[config.mk]
export PLATFORM = sky130hd
export DESIGN_NAME = i2c_target_stall
export DESIGN_NICKNAME = d
export VERILOG_FILES = /design/src/rtl/i2ct_pkg.sv /design/src/rtl/i2ct_bus_sync.sv /design/src/rtl/i2ct_link.sv /design/src/rtl/i2ct_evt_ctrl.sv /design/src/rtl/i2c_target_stall.sv
export SDC_FILE = /design/constraint.sdc
export NUM_CORES = 1
export LEC_CHECK = 0
export ABC_AREA = 0
export BUFFER_PORTS_ARGS = -buffer_cell sky130_fd_sc_hd__buf_4
export CAP_MARGIN = 30
export CORE_MARGIN = 1
export CORE_UTILIZATION = 26
export CTS_CLUSTER_SIZE = 8
export DETAILED_ROUTE_END_ITERATION = 10
export PLACE_DENSITY = 0.43
export SETUP_SLACK_MARGIN = 0.1
export SYNTH_ARGS = -nofsm -noshare
export SYNTH_HDL_FRONTEND = slang
export SYNTH_SLANG_ARGS = --single-unit
[constraint.sdc]
create_clock -name clk -period 6.2 [get_ports clk]
set_input_delay 0.93 -clock clk [delete_from_list [all_inputs] [get_ports clk]]
set_output_delay 0.93 -clock clk [all_outputs]
set_load 0.01 [all_outputs]
[src/rtl/i2ct_pkg.sv]
package i2ct_pkg;
  localparam int BYTE_W   = 8;
  localparam int CMD_W    = 16;
  localparam int ADDR_W   = 7;
  localparam int CNT_W    = 4;

  localparam int CMD_CLEAR = 6;
  localparam int CMD_MASK  = 4;
  localparam int CMD_ACKEN = 3;
  localparam int CMD_STALL = 0;
  localparam int CMD_TXLSB = 8;

  localparam int STS_STOP = 5;
  localparam int STS_MACK = 3;
  localparam int STS_DIR  = 2;

  typedef enum logic [2:0] {
    LS_IDLE, LS_ADDR, LS_AACK, LS_RECV, LS_RACKOUT, LS_SEND, LS_SACKIN, LS_PARK
  } link_st_e;
endpackage

[src/rtl/i2ct_bus_sync.sv]
module i2ct_bus_sync #(
  parameter int STAGES = 2
) (
  input  logic clk,
  input  logic rst_n,
  input  logic scl_i,
  input  logic sda_i,
  output logic scl_s,
  output logic sda_s,
  output logic scl_rise,
  output logic scl_fall,
  output logic start_det,
  output logic stop_det
);
  logic [STAGES-1:0] scl_ch, sda_ch;
  logic scl_prev, sda_prev;

  for (genvar i = 0; i < STAGES; i++) begin : g_stage
    if (i == 0) begin : g_first
      always_ff @(posedge clk or negedge rst_n) begin
        if (!rst_n) begin
          scl_ch[i] <= 1'b1;
          sda_ch[i] <= 1'b1;
        end else begin
          scl_ch[i] <= scl_i;
          sda_ch[i] <= sda_i;
        end
      end
    end else begin : g_rest
      always_ff @(posedge clk or negedge rst_n) begin
        if (!rst_n) begin
          scl_ch[i] <= 1'b1;
          sda_ch[i] <= 1'b1;
        end else begin
          scl_ch[i] <= scl_ch[i-1];
          sda_ch[i] <= sda_ch[i-1];
        end
      end
    end
  end

  always_ff @(posedge clk or negedge rst_n) begin
    if (!rst_n) begin
      scl_prev <= 1'b1;
      sda_prev <= 1'b1;
    end else begin
      scl_prev <= scl_ch[STAGES-1];
      sda_prev <= sda_ch[STAGES-1];
    end
  end

  assign scl_s     = scl_ch[STAGES-1];
  assign sda_s     = sda_ch[STAGES-1];
  assign scl_rise  = scl_s & ~scl_prev;
  assign scl_fall  = ~scl_s & scl_prev;
  assign start_det = scl_s & scl_prev & ~sda_s & sda_prev;
  assign stop_det  = scl_s & scl_prev & sda_s & ~sda_prev;
endmodule

[src/rtl/i2ct_link.sv]
module i2ct_link
  import i2ct_pkg::*;
(
  input  logic              clk,
  input  logic              rst_n,
  input  logic              scl_s,
  input  logic              sda_s,
  input  logic              scl_rise,
  input  logic              scl_fall,
  input  logic              start_det,
  input  logic              stop_det,
  input  logic [ADDR_W-1:0] own_addr,
  input  logic              ack_en,
  input  logic              hold,
  input  logic              release_now,
  input  logic [BYTE_W-1:0] tx_next,
  output logic              sda_oe,
  output logic              ev_cmd,
  output logic              ev_data,
  output logic              ev_stop,
  output logic [BYTE_W-1:0] status,
  output logic [BYTE_W-1:0] rx_byte
);
  link_st_e          st_q, st_d;
  logic [CNT_W-1:0]  cnt_q, cnt_d;
  logic [BYTE_W-1:0] sh_q, sh_d, rx_q, rx_d;
  logic              sda_q, sda_d, ldp_q, ldp_d;
  logic              dir_q, dir_d, mack_q, mack_d, stop_q, stop_d;
  logic              match_en;

  assign match_en = (own_addr != '0);

  always_comb begin
    st_d = st_q; cnt_d = cnt_q; sh_d = sh_q; rx_d = rx_q;
    sda_d = sda_q; ldp_d = ldp_q; dir_d = dir_q; mack_d = mack_q; stop_d = stop_q;
    ev_cmd = 1'b0; ev_data = 1'b0; ev_stop = 1'b0;
    if (start_det) begin
      st_d = LS_ADDR; cnt_d = '0; sda_d = 1'b0; stop_d = 1'b0; ldp_d = 1'b0;
    end else if (stop_det) begin
      if (st_q != LS_IDLE) begin
        ev_cmd = 1'b1; ev_stop = 1'b1; stop_d = 1'b1;
      end
      st_d = LS_IDLE; sda_d = 1'b0; ldp_d = 1'b0;
    end else begin
      unique case (st_q)
        LS_ADDR, LS_RECV: begin
          if (scl_rise) begin
            sh_d  = {sh_q[BYTE_W-2:0], sda_s};
            cnt_d = cnt_q + 1'b1;
          end else if (scl_fall && cnt_q == CNT_W'(BYTE_W)) begin
            if (st_q == LS_ADDR) begin
              if (match_en && sh_q[BYTE_W-1:1] == own_addr) begin
                st_d = LS_AACK; sda_d = 1'b1; dir_d = sh_q[0]; mack_d = 1'b0;
              end else begin
                st_d = LS_IDLE;
              end
            end else begin
              rx_d = sh_q; sda_d = ack_en; st_d = LS_RACKOUT;
            end
          end
        end
        LS_AACK: begin
          if (scl_fall) begin
            sda_d = 1'b0; ev_cmd = 1'b1; cnt_d = '0;
            if (dir_q) begin
              st_d = LS_SEND; ldp_d = 1'b1;
            end else begin
              st_d = LS_RECV;
            end
          end
        end
        LS_RACKOUT: begin
          if (scl_fall) begin
            sda_d = 1'b0; ev_data = 1'b1; cnt_d = '0; st_d = LS_RECV;
          end
        end
        LS_SEND: begin
          if (ldp_q) begin
            if (!hold || release_now) begin
              sh_d = tx_next; sda_d = ~tx_next[BYTE_W-1]; cnt_d = '0; ldp_d = 1'b0;
            end
          end else if (scl_fall) begin
            if (cnt_q == CNT_W'(BYTE_W - 1)) begin
              sda_d = 1'b0; st_d = LS_SACKIN;
            end else begin
              sh_d  = {sh_q[BYTE_W-2:0], 1'b0};
              sda_d = ~sh_q[BYTE_W-2];
              cnt_d = cnt_q + 1'b1;
            end
          end
        end
        LS_SACKIN: begin
          if (scl_rise) begin
            mack_d = ~sda_s;
          end else if (scl_fall) begin
            ev_data = 1'b1;
            if (mack_q) begin
              st_d = LS_SEND; ldp_d = 1'b1;
            end else begin
              st_d = LS_PARK;
            end
          end
        end
        default: ;
      endcase
    end
  end

  always_ff @(posedge clk or negedge rst_n) begin
    if (!rst_n) begin
      st_q <= LS_IDLE; cnt_q <= '0; sh_q <= '0; rx_q <= '0;
      sda_q <= 1'b0; ldp_q <= 1'b0; dir_q <= 1'b0; mack_q <= 1'b0; stop_q <= 1'b0;
    end else begin
      st_q <= st_d; cnt_q <= cnt_d; sh_q <= sh_d; rx_q <= rx_d;
      sda_q <= sda_d; ldp_q <= ldp_d; dir_q <= dir_d; mack_q <= mack_d; stop_q <= stop_d;
    end
  end

  assign sda_oe  = sda_q;
  assign rx_byte = rx_q;
  always_comb begin
    status           = '0;
    status[STS_STOP] = stop_q;
    status[STS_MACK] = mack_q;
    status[STS_DIR]  = dir_q;
  end

  // an unaddressed target never pulls SDA
  assert_idle_quiet_R3: assert property (@(posedge clk) disable iff (!rst_n)
    (st_q == LS_IDLE) |-> !sda_q);
  // SDA is only taken low while the synchronised SCL was low
  assert_sda_rise_scl_low_R7: assert property (@(posedge clk) disable iff (!rst_n)
    $rose(sda_q) |-> !$past(scl_s));
  // after a master NACK the target stays off SDA
  assert_park_silent_R8: assert property (@(posedge clk) disable iff (!rst_n)
    (st_q == LS_PARK) |-> !sda_q);
endmodule

[src/rtl/i2ct_evt_ctrl.sv]
module i2ct_evt_ctrl
  import i2ct_pkg::*;
(
  input  logic              clk,
  input  logic              rst_n,
  input  logic              own_we,
  input  logic [BYTE_W-1:0] own_wdata,
  input  logic              cmd_we,
  input  logic [CMD_W-1:0]  cmd_wdata,
  input  logic              ev_cmd,
  input  logic              ev_data,
  input  logic              ev_stop,
  output logic [ADDR_W-1:0] own_addr,
  output logic              ack_en,
  output logic              hold,
  output logic              release_now,
  output logic [BYTE_W-1:0] tx_next,
  output logic [BYTE_W-1:0] events,
  output logic              irq
);
  logic [ADDR_W-1:0] own_q, own_d;
  logic              acken_q, acken_d, stall_q, stall_d, mask_q, mask_d;
  logic [BYTE_W-1:0] tx_q, tx_d;
  logic              evc_q, evc_d, evd_q, evd_d, hold_q, hold_d;
  logic              clr, raise_hold;
  logic              unused_bits;

  assign unused_bits = ^{own_wdata[0], cmd_wdata[7], cmd_wdata[5], cmd_wdata[2:1]};
  assign clr        = cmd_we & cmd_wdata[CMD_CLEAR];
  assign raise_hold = ((ev_cmd & ~ev_stop) | ev_data) & stall_q;

  always_comb begin
    own_d = own_q; acken_d = acken_q; stall_d = stall_q; mask_d = mask_q; tx_d = tx_q;
    if (own_we) own_d = own_wdata[BYTE_W-1:1];
    if (cmd_we) begin
      acken_d = cmd_wdata[CMD_ACKEN];
      stall_d = cmd_wdata[CMD_STALL];
      mask_d  = cmd_wdata[CMD_MASK];
      tx_d    = cmd_wdata[CMD_W-1:CMD_TXLSB];
    end
    evc_d = ev_cmd  | (evc_q & ~clr);
    evd_d = ev_data | (evd_q & ~clr);
    if (raise_hold)  hold_d = 1'b1;
    else if (clr)    hold_d = 1'b0;
    else             hold_d = hold_q;
  end

  always_ff @(posedge clk or negedge rst_n) begin
    if (!rst_n) begin
      own_q <= '0; acken_q <= 1'b0; stall_q <= 1'b0; mask_q <= 1'b0; tx_q <= '0;
      evc_q <= 1'b0; evd_q <= 1'b0; hold_q <= 1'b0;
    end else begin
      own_q <= own_d; acken_q <= acken_d; stall_q <= stall_d; mask_q <= mask_d; tx_q <= tx_d;
      evc_q <= evc_d; evd_q <= evd_d; hold_q <= hold_d;
    end
  end

  assign own_addr    = own_q;
  assign ack_en      = acken_q;
  assign hold        = hold_q;
  assign release_now = clr;
  assign tx_next     = cmd_we ? cmd_wdata[CMD_W-1:CMD_TXLSB] : tx_q;
  assign events      = {{(BYTE_W-2){1'b0}}, evd_q, evc_q};
  assign irq         = (evc_q | evd_q) & ~mask_q;

  // SCL is held only while an event is pending
  assert_hold_has_event_R5: assert property (@(posedge clk) disable iff (!rst_n)
    hold_q |-> (evc_q | evd_q));
  // a clear with no new event lets SCL go on the next cycle
  assert_release_after_clear_R5: assert property (@(posedge clk) disable iff (!rst_n)
    (clr && !ev_cmd && !ev_data) |=> !hold_q);
  // a clear with no new event empties the event register
  assert_clear_empties_R6: assert property (@(posedge clk) disable iff (!rst_n)
    (clr && !ev_cmd && !ev_data) |=> (!evc_q && !evd_q));
  // a stop does not start a hold
  assert_no_hold_on_stop_R9: assert property (@(posedge clk) disable iff (!rst_n)
    (ev_stop && !ev_data && !hold_q) |=> !hold_q);
endmodule

[src/rtl/i2c_target_stall.sv]
module i2c_target_stall
  import i2ct_pkg::*;
#(
  parameter int SYNC_STAGES = 2
) (
  input  logic        clk,
  input  logic        rst_n,
  input  logic        own_we,
  input  logic [7:0]  own_wdata,
  input  logic        cmd_we,
  input  logic [15:0] cmd_wdata,
  input  logic        scl_i,
  input  logic        sda_i,
  output logic        scl_oe,
  output logic        sda_oe,
  output logic        irq,
  output logic [7:0]  sts_rd,
  output logic [7:0]  evt_rd,
  output logic [7:0]  rxd_rd
);
  logic scl_s, sda_s, scl_rise, scl_fall, start_det, stop_det;
  logic [ADDR_W-1:0] own_addr;
  logic ack_en, hold, release_now, ev_cmd, ev_data, ev_stop;
  logic [BYTE_W-1:0] tx_next;

  i2ct_bus_sync #(.STAGES(SYNC_STAGES)) u_sync (
    .clk(clk), .rst_n(rst_n), .scl_i(scl_i), .sda_i(sda_i),
    .scl_s(scl_s), .sda_s(sda_s), .scl_rise(scl_rise), .scl_fall(scl_fall),
    .start_det(start_det), .stop_det(stop_det)
  );

  i2ct_link u_link (
    .clk(clk), .rst_n(rst_n), .scl_s(scl_s), .sda_s(sda_s),
    .scl_rise(scl_rise), .scl_fall(scl_fall), .start_det(start_det), .stop_det(stop_det),
    .own_addr(own_addr), .ack_en(ack_en), .hold(hold), .release_now(release_now),
    .tx_next(tx_next), .sda_oe(sda_oe), .ev_cmd(ev_cmd), .ev_data(ev_data),
    .ev_stop(ev_stop), .status(sts_rd), .rx_byte(rxd_rd)
  );

  i2ct_evt_ctrl u_ctrl (
    .clk(clk), .rst_n(rst_n), .own_we(own_we), .own_wdata(own_wdata),
    .cmd_we(cmd_we), .cmd_wdata(cmd_wdata), .ev_cmd(ev_cmd), .ev_data(ev_data),
    .ev_stop(ev_stop), .own_addr(own_addr), .ack_en(ack_en), .hold(hold),
    .release_now(release_now), .tx_next(tx_next), .events(evt_rd), .irq(irq)
  );

  assign scl_oe = hold;
endmodule

==> flow_metrics.py, run 1 <==
metrics = {
    "setup_path": {
        "r2r-end": "u_link.sh_q[6]",
        "crit_path_top_delay_cell": "nor4_4",
        "max_stage_delay_ps": 610,
        "cp-start-kind": "input port",
        "reg2reg_from": "u_link.cnt_q[0]",
        "required_ps": 6390,
        "r2r_cells": 6,
        "critPathCapture": "u_link.sh_q[6]",
        "cp_cell_sequence": "buf_4 > a21boi_0 > mux2i_1 > o22ai_2 > nor4_4 > mux2_2",
        "cp_data_arrival_time_ps": 2710,
        "critical_path_class": "input port to flip-flop",
        "end_kind": "flip-flop",
        "critical_path.max_fanout": 13,
        "ff2ff_setup_slack_ps": 3770,
        "crit_start": "cmd_we",
    },
    "outcome": {
        "status": "completed",
    },
    "detailed_routing": {
        "wire_per_inst_um": 14.4,
        "totalWireLength_um": 6070,
        "drc": 0,
        "num_vias": 1932,
        "first_iter_violations": 89,
        "antenna_left": 0,
        "drtPass1Iterations": 4,
        "via_per_inst": 4.59,
    },
    "timing": {
        "maxSlewViolCount": 0,
        "clock_skew_ps": 7.69,
        "hold_violations": 0,
        "period_share_pct": 40.6,
        "tightest_slew_ps": 694,
        "clock.fmax_mhz": 397,
        "setup_viol": 0,
        "rsz0062_at_grt": "false",
        "timing.final.ws_setup_ps": 3680,
        "tns_ps": 0,
        "relSlewSlack_pct": 53.8,
        "final.min_clock_period_ps": 2520,
    },
    "synth": {
        "syn_avg_cell_area_um2": 11.3,
        "ys_ff_latch": 55,
        "ys_seq_area_share_pct": 48.7,
        "synth_edf_count": 0,
        "synthCells": 251,
        "yosysWarnings": 0,
        "yosysUniqueCellTypes": 52,
        "synth.cell_area_um2": 2840,
        "yosys_most_used_dff": "dfrtp_1",
        "ys_async_sr_fraction_pct": 100,
    },
    "clock_tree": {
        "clock_path_buffers": 2,
        "clkLatencyLatePin_ps": 300,
        "holdBufCountCts": 0,
        "htreeDepth": 2,
        "cts_made_buffers": 5,
        "postCtsSetupBuffers": 0,
        "cts.sinks": 55,
        "cts_tree": "yes",
        "cts-resized-gates": 0,
        "clock-root-buffer": "clkbuf_8",
        "path_clk_slew_ps": 100,
    },
    "placed_design": {
        "placed_area_um2": 3190,
        "hpwl_um": 4430,
        "port_buffers": 40,
        "gp_congestion": 0.797,
        "dp_slack_ps": 3320,
    },
    "cells_and_area": {
        "final_util_pct": 31.8,
        "area_growth_pct": 17.1,
        "regArea_um2": 1380,
        "fill_cells": 1097,
        "design_area_um2": 3330,
        "final_cell_mix": "49 x dfrtp_1, 42 x mux2_2, 40 x buf_4, 18 x nand2_1, 12 x nor2_1",
        "num_antenna_cells": 0,
        "nets": 316,
        "multi_input_area_um2": 1320,
        "layout_commonest_cell": "dfrtp_1",
        "drive_gt1_share_pct": 37.2,
    },
    "power": {
        "p_per_area_nw_per_um2": 380,
        "p_leak_nw": 1.47,
        "p_total_mw": 1.27,
        "ir_worst_vdd_v": 0.000169,
    },
    "worst_hold_path": {
        "hold_path_class": "flip-flop to flip-flop",
    },
    "global_route": {
        "grt_antenna_before_repair": 0,
        "grt_max_degree": 56,
        "track_usage_pct": 11.2,
        "grt_pass1_vias": 1841,
        "grt_pass1_wl_um": 10000,
        "grt-ovfl-total": 0,
    },
    "die": {
        "die_w_um": 107,
        "die_area_um2": 11300,
        "fp.dieH_um": 107,
        "initial_utilization_pct": 27.1,
        "fp.coreArea_um2": 10500,
        "rows": 37,
        "io-pin-count": 57,
    },
    "run": {
        "maxCapViolations": 0,
    },
}
==> kinds of logic (layout without fill, tap and decap cells) <==
family / Yosys count / count (layout) / synth area share, %
buffers and inverters: 30 / 54 / 6.21
xor gates and xnor gates: 8 / 8 / 2.47
muxes: 45 / 45 / 17.7
DFF: 55 / 55 / 48.7
AOI/OAI and AO/OA: 45 / 45 / 11.2
and+or+nand+nor: 65 / 65 / 12.7
adders and majority gates: 2 / 2 / 0.881
other: 1 / 11 / 0.132
==> through the flow <==
step                hold slack [ps]  std cells
finish                          360        421
global route                    366        421
CTS                             361        421
detailed placement              347        413
global placement                347        413
floorplan                       345        261
==> synthesized netlist by cell type (all sizes together), types with 2 or more instances <==
cell type	count	area share [%]
o211ai	2	0.53
nor3	3	0.53
a21oi	11	1.9
o21ai	11	2.1
buf	19	4.7
mux2i	3	1.1
or4	3	0.79
nor2b	5	1.1
a22o	2	0.62
nand2b	5	1.1
nor2	12	1.6
inv	6	0.79
o221a	2	0.79
or3	2	0.44
dfstp	6	5.6
xnor2	7	2.2
nor4	3	1.4
o311a	2	0.70
mux2	42	17
a31o	3	0.93
nand3	4	0.70
dfrtp	49	43
nor3b	3	0.79
a21o	2	0.53
clkbuf	5	0.70
ha	2	0.88
nand2	18	2.4
and2b	2	0.57
==> report_power, final <==
group / switching, mW / internal (mW)
Combinational: 0.202 / 0.230
Sequential: 0.112 / 0.444
Clock: 0.116 / 0.162
Total: 0.430 / 0.836
==> metal layers <==
layer  up-vias  track usage [%]  part of all wire [%]
met5         -                0                     0
met4         0             2.54                  0.95
met3         4             2.33                   4.5
met2        62             14.8                    40
met1       923             18.0                    55
li1        943                -                     -
==> flip-flops by register name (all words and copies together), names as in the netlist, 3 cells and up <==
name             flops
u_link.sh_q          8
u_link.cnt_q         4
u_ctrl.own_addr      7
u_ctrl.tx_q          8
u_link.st_q          3
u_link.rx_byte       8
==> worst max-delay path, delay by kind of cell <==
| kind | cells | cell delay (ps) |
|---|---|---|
| AOI/OAI and AO/OA | 2 | 360 |
| buffers and inverters | 1 | 180 |
| and+or+nand+nor | 1 | 610 |
| muxes | 2 | 620 |
==> layout make-up <==
| type | count | area share, % |
|---|---|---|
| Sequential cell | 55 | 41.6 |
| Inverter | 6 | 0.677 |
| Multi-Input combinational cell | 176 | 39.6 |
| Clock inverter | 2 | 1.81 |
| Clock buffer | 6 | 2.18 |
| Tap cell | 136 | 5.11 |
| Timing Repair Buffer | 40 | 9.03 |
==> how the worst min path moves through the flow <==
stage | startpoint | endpoint | cells after the start
2_1_floorplan | u_sync.scl_ch[0] | u_sync.scl_s | 0
3_5_place_dp | u_sync.scl_ch[0] | u_sync.scl_s | 0
6_report | u_sync.scl_ch[0] | u_sync.scl_s | 0
3_3_place_gp | u_sync.sda_ch[0] | u_sync.sda_s | 0
4_1_cts | u_sync.sda_ch[0] | u_sync.sda_s | 0
5_1_grt | u_sync.scl_ch[0] | u_sync.scl_s | 0
No activity file was read; power rests on OpenSTA's default activity.
==> run 2: changes to the inputs <==
Clock period 6.2 ns to 2.42 ns, I/O delays scaled along.
==> flow_metrics.py, run 2 (synthesized netlist as in run 1, its figures left out) <==
metrics = {
    "cells_and_area": {
        "nets": 325,
        "drive_gt1_share_pct": 39.2,
        "final_util_pct": 32.2,
        "final_cell_mix": "49 x buf_4, 49 x dfrtp_1, 42 x mux2_2, 18 x nand2_1, 12 x nor2_1",
        "num_antenna_cells": 0,
        "area_growth_pct": 18.6,
    },
    "timing": {
        "relSlewSlack_pct": 52.2,
        "rsz0062_at_grt": "false",
        "maxSlewViolCount": 0,
        "clock_skew_ps": 10.6,
        "hold_violations": 0,
        "tightest_slew_ps": 716,
        "setup_viol": 0,
        "tns_ps": 0,
        "final.min_clock_period_ps": 2190,
        "period_share_pct": 90.4,
        "clock.fmax_mhz": 457,
    },
    "setup_path": {
        "cp-start-kind": "flip-flop",
        "cp_data_arrival_time_ps": 2380,
        "r2r-end": "u_link.sh_q[0]",
        "path_buf_inv": 1,
        "critical_path_class": "flip-flop to flip-flop",
        "max_stage_delay_ps": 430,
        "ff2ff_setup_slack_ps": 230,
        "required_ps": 2610,
        "crit_start": "u_link.cnt_q[0]",
        "r2r_cells": 7,
        "crit_path_top_delay_cell": "dfrtp_1",
        "reg2reg_from": "u_link.cnt_q[0]",
        "cp.depth": 7,
        "cp_top_family": "simple AND/OR/NAND/NOR gates",
        "critical_path.max_fanout": 8,
        "critPathCapture": "u_link.sh_q[0]",
        "end_kind": "flip-flop",
        "cp_cell_sequence": "ha_1 > and3b_1 > mux2i_1 > o22ai_2 > nor4_4 > buf_4 > mux2_2",
    },
    "global_route": {
        "grt-ovfl-total": 0,
        "grt_pass1_wl_um": 10400,
        "grt_max_degree": 56,
        "grt_antenna_before_repair": 0,
        "grt_pass1_vias": 1925,
        "track_usage_pct": 11.7,
    },
    "detailed_routing": {
        "totalWireLength_um": 6220,
        "first_iter_violations": 76,
        "drc": 0,
        "num_vias": 1970,
        "via_per_inst": 4.59,
        "antenna_left": 0,
        "drtPass1Iterations": 4,
        "wire_per_inst_um": 14.5,
    },
    "die": {
        "initial_utilization_pct": 27.1,
        "die_w_um": 107,
        "fp.dieH_um": 107,
        "io-pin-count": 57,
        "die_area_um2": 11300,
        "fp.coreArea_um2": 10500,
        "rows": 37,
    },
    "power": {
        "ir_worst_vdd_v": 0.000298,
        "p_per_area_nw_per_um2": 950,
        "p_leak_nw": 1.50,
    },
    "clock_tree": {
        "cts-resized-gates": 0,
        "postCtsSetupBuffers": 0,
        "htreeDepth": 2,
        "cts_made_buffers": 5,
        "path_clk_slew_ps": 100,
        "clkLatencyLatePin_ps": 300,
        "clock_path_buffers": 2,
        "cts_tree": "yes",
        "clock-root-buffer": "clkbuf_8",
        "holdBufCountCts": 0,
        "cts.sinks": 55,
    },
    "worst_hold_path": {
        "hold_path_class": "input port to async pin",
    },
    "placed_design": {
        "port_buffers": 40,
        "gp_congestion": 0.824,
        "hpwl_um": 4640,
    },
    "outcome": {
        "status": "completed",
    },
    "run": {
        "maxCapViolations": 0,
    },
}
[run 2: power breakdown]
| part | total (mW) | internal (mW) | switching, mW |
|---|---|---|---|
| Clock | 0.601 | 0.303 | 0.298 |
| Sequential | 1.40 | 1.14 | 0.257 |
| Combinational | 1.20 | 0.640 | 0.563 |
| Total | 3.20 | 2.08 | 1.12 |
[run 2: area by class of cell]
cell class / instances / area, um2
Clock buffer: 5 / 68.8
Clock inverter: 2 / 37.5
Inverter: 6 / 22.5
Fill cell: 1099 / 7090
Multi-Input combinational cell: 176 / 1320
Sequential cell: 55 / 1380
Timing Repair Buffer: 49 / 368
Tap cell: 136 / 170
[run 2: how the worst min path moves through the flow]
| stage | start | end | cells past startpoint |
|---|---|---|---|
| after global routing | sda_i | u_sync.sda_ch[0] | 1 |
| after CTS | rst_n | u_ctrl.tx_q[3] | 1 |
| after global placement | u_sync.sda_ch[0] | u_sync.sda_s | 0 |
| final | rst_n | u_link.sh_q[4] | 1 |
| after detailed placement | u_sync.sda_ch[0] | u_sync.sda_s | 0 |
| after floorplan | rst_n | u_ctrl.ack_en | 0 |
[run 2: routing by layer]
layer	GRT usage, %	wire [um]
met1	18.1	3280
met2	16.1	2580
met3	2.39	305
met4	3.13	55
met5	0	0
[run 2: per-stage QoR]
stage	cells	hold WS, ps	total power, mW	area, um2	setup WS [ps]
final	429	98.5	3.20	3370	233
after global routing	429	144	3.44	3370	143
after CTS	429	129	3.24	3370	235
after detailed placement	422	347	2.62	3260	256
after global placement	422	347	2.61	3260	257
after floorplan	261	67.4	2.23	2880	350
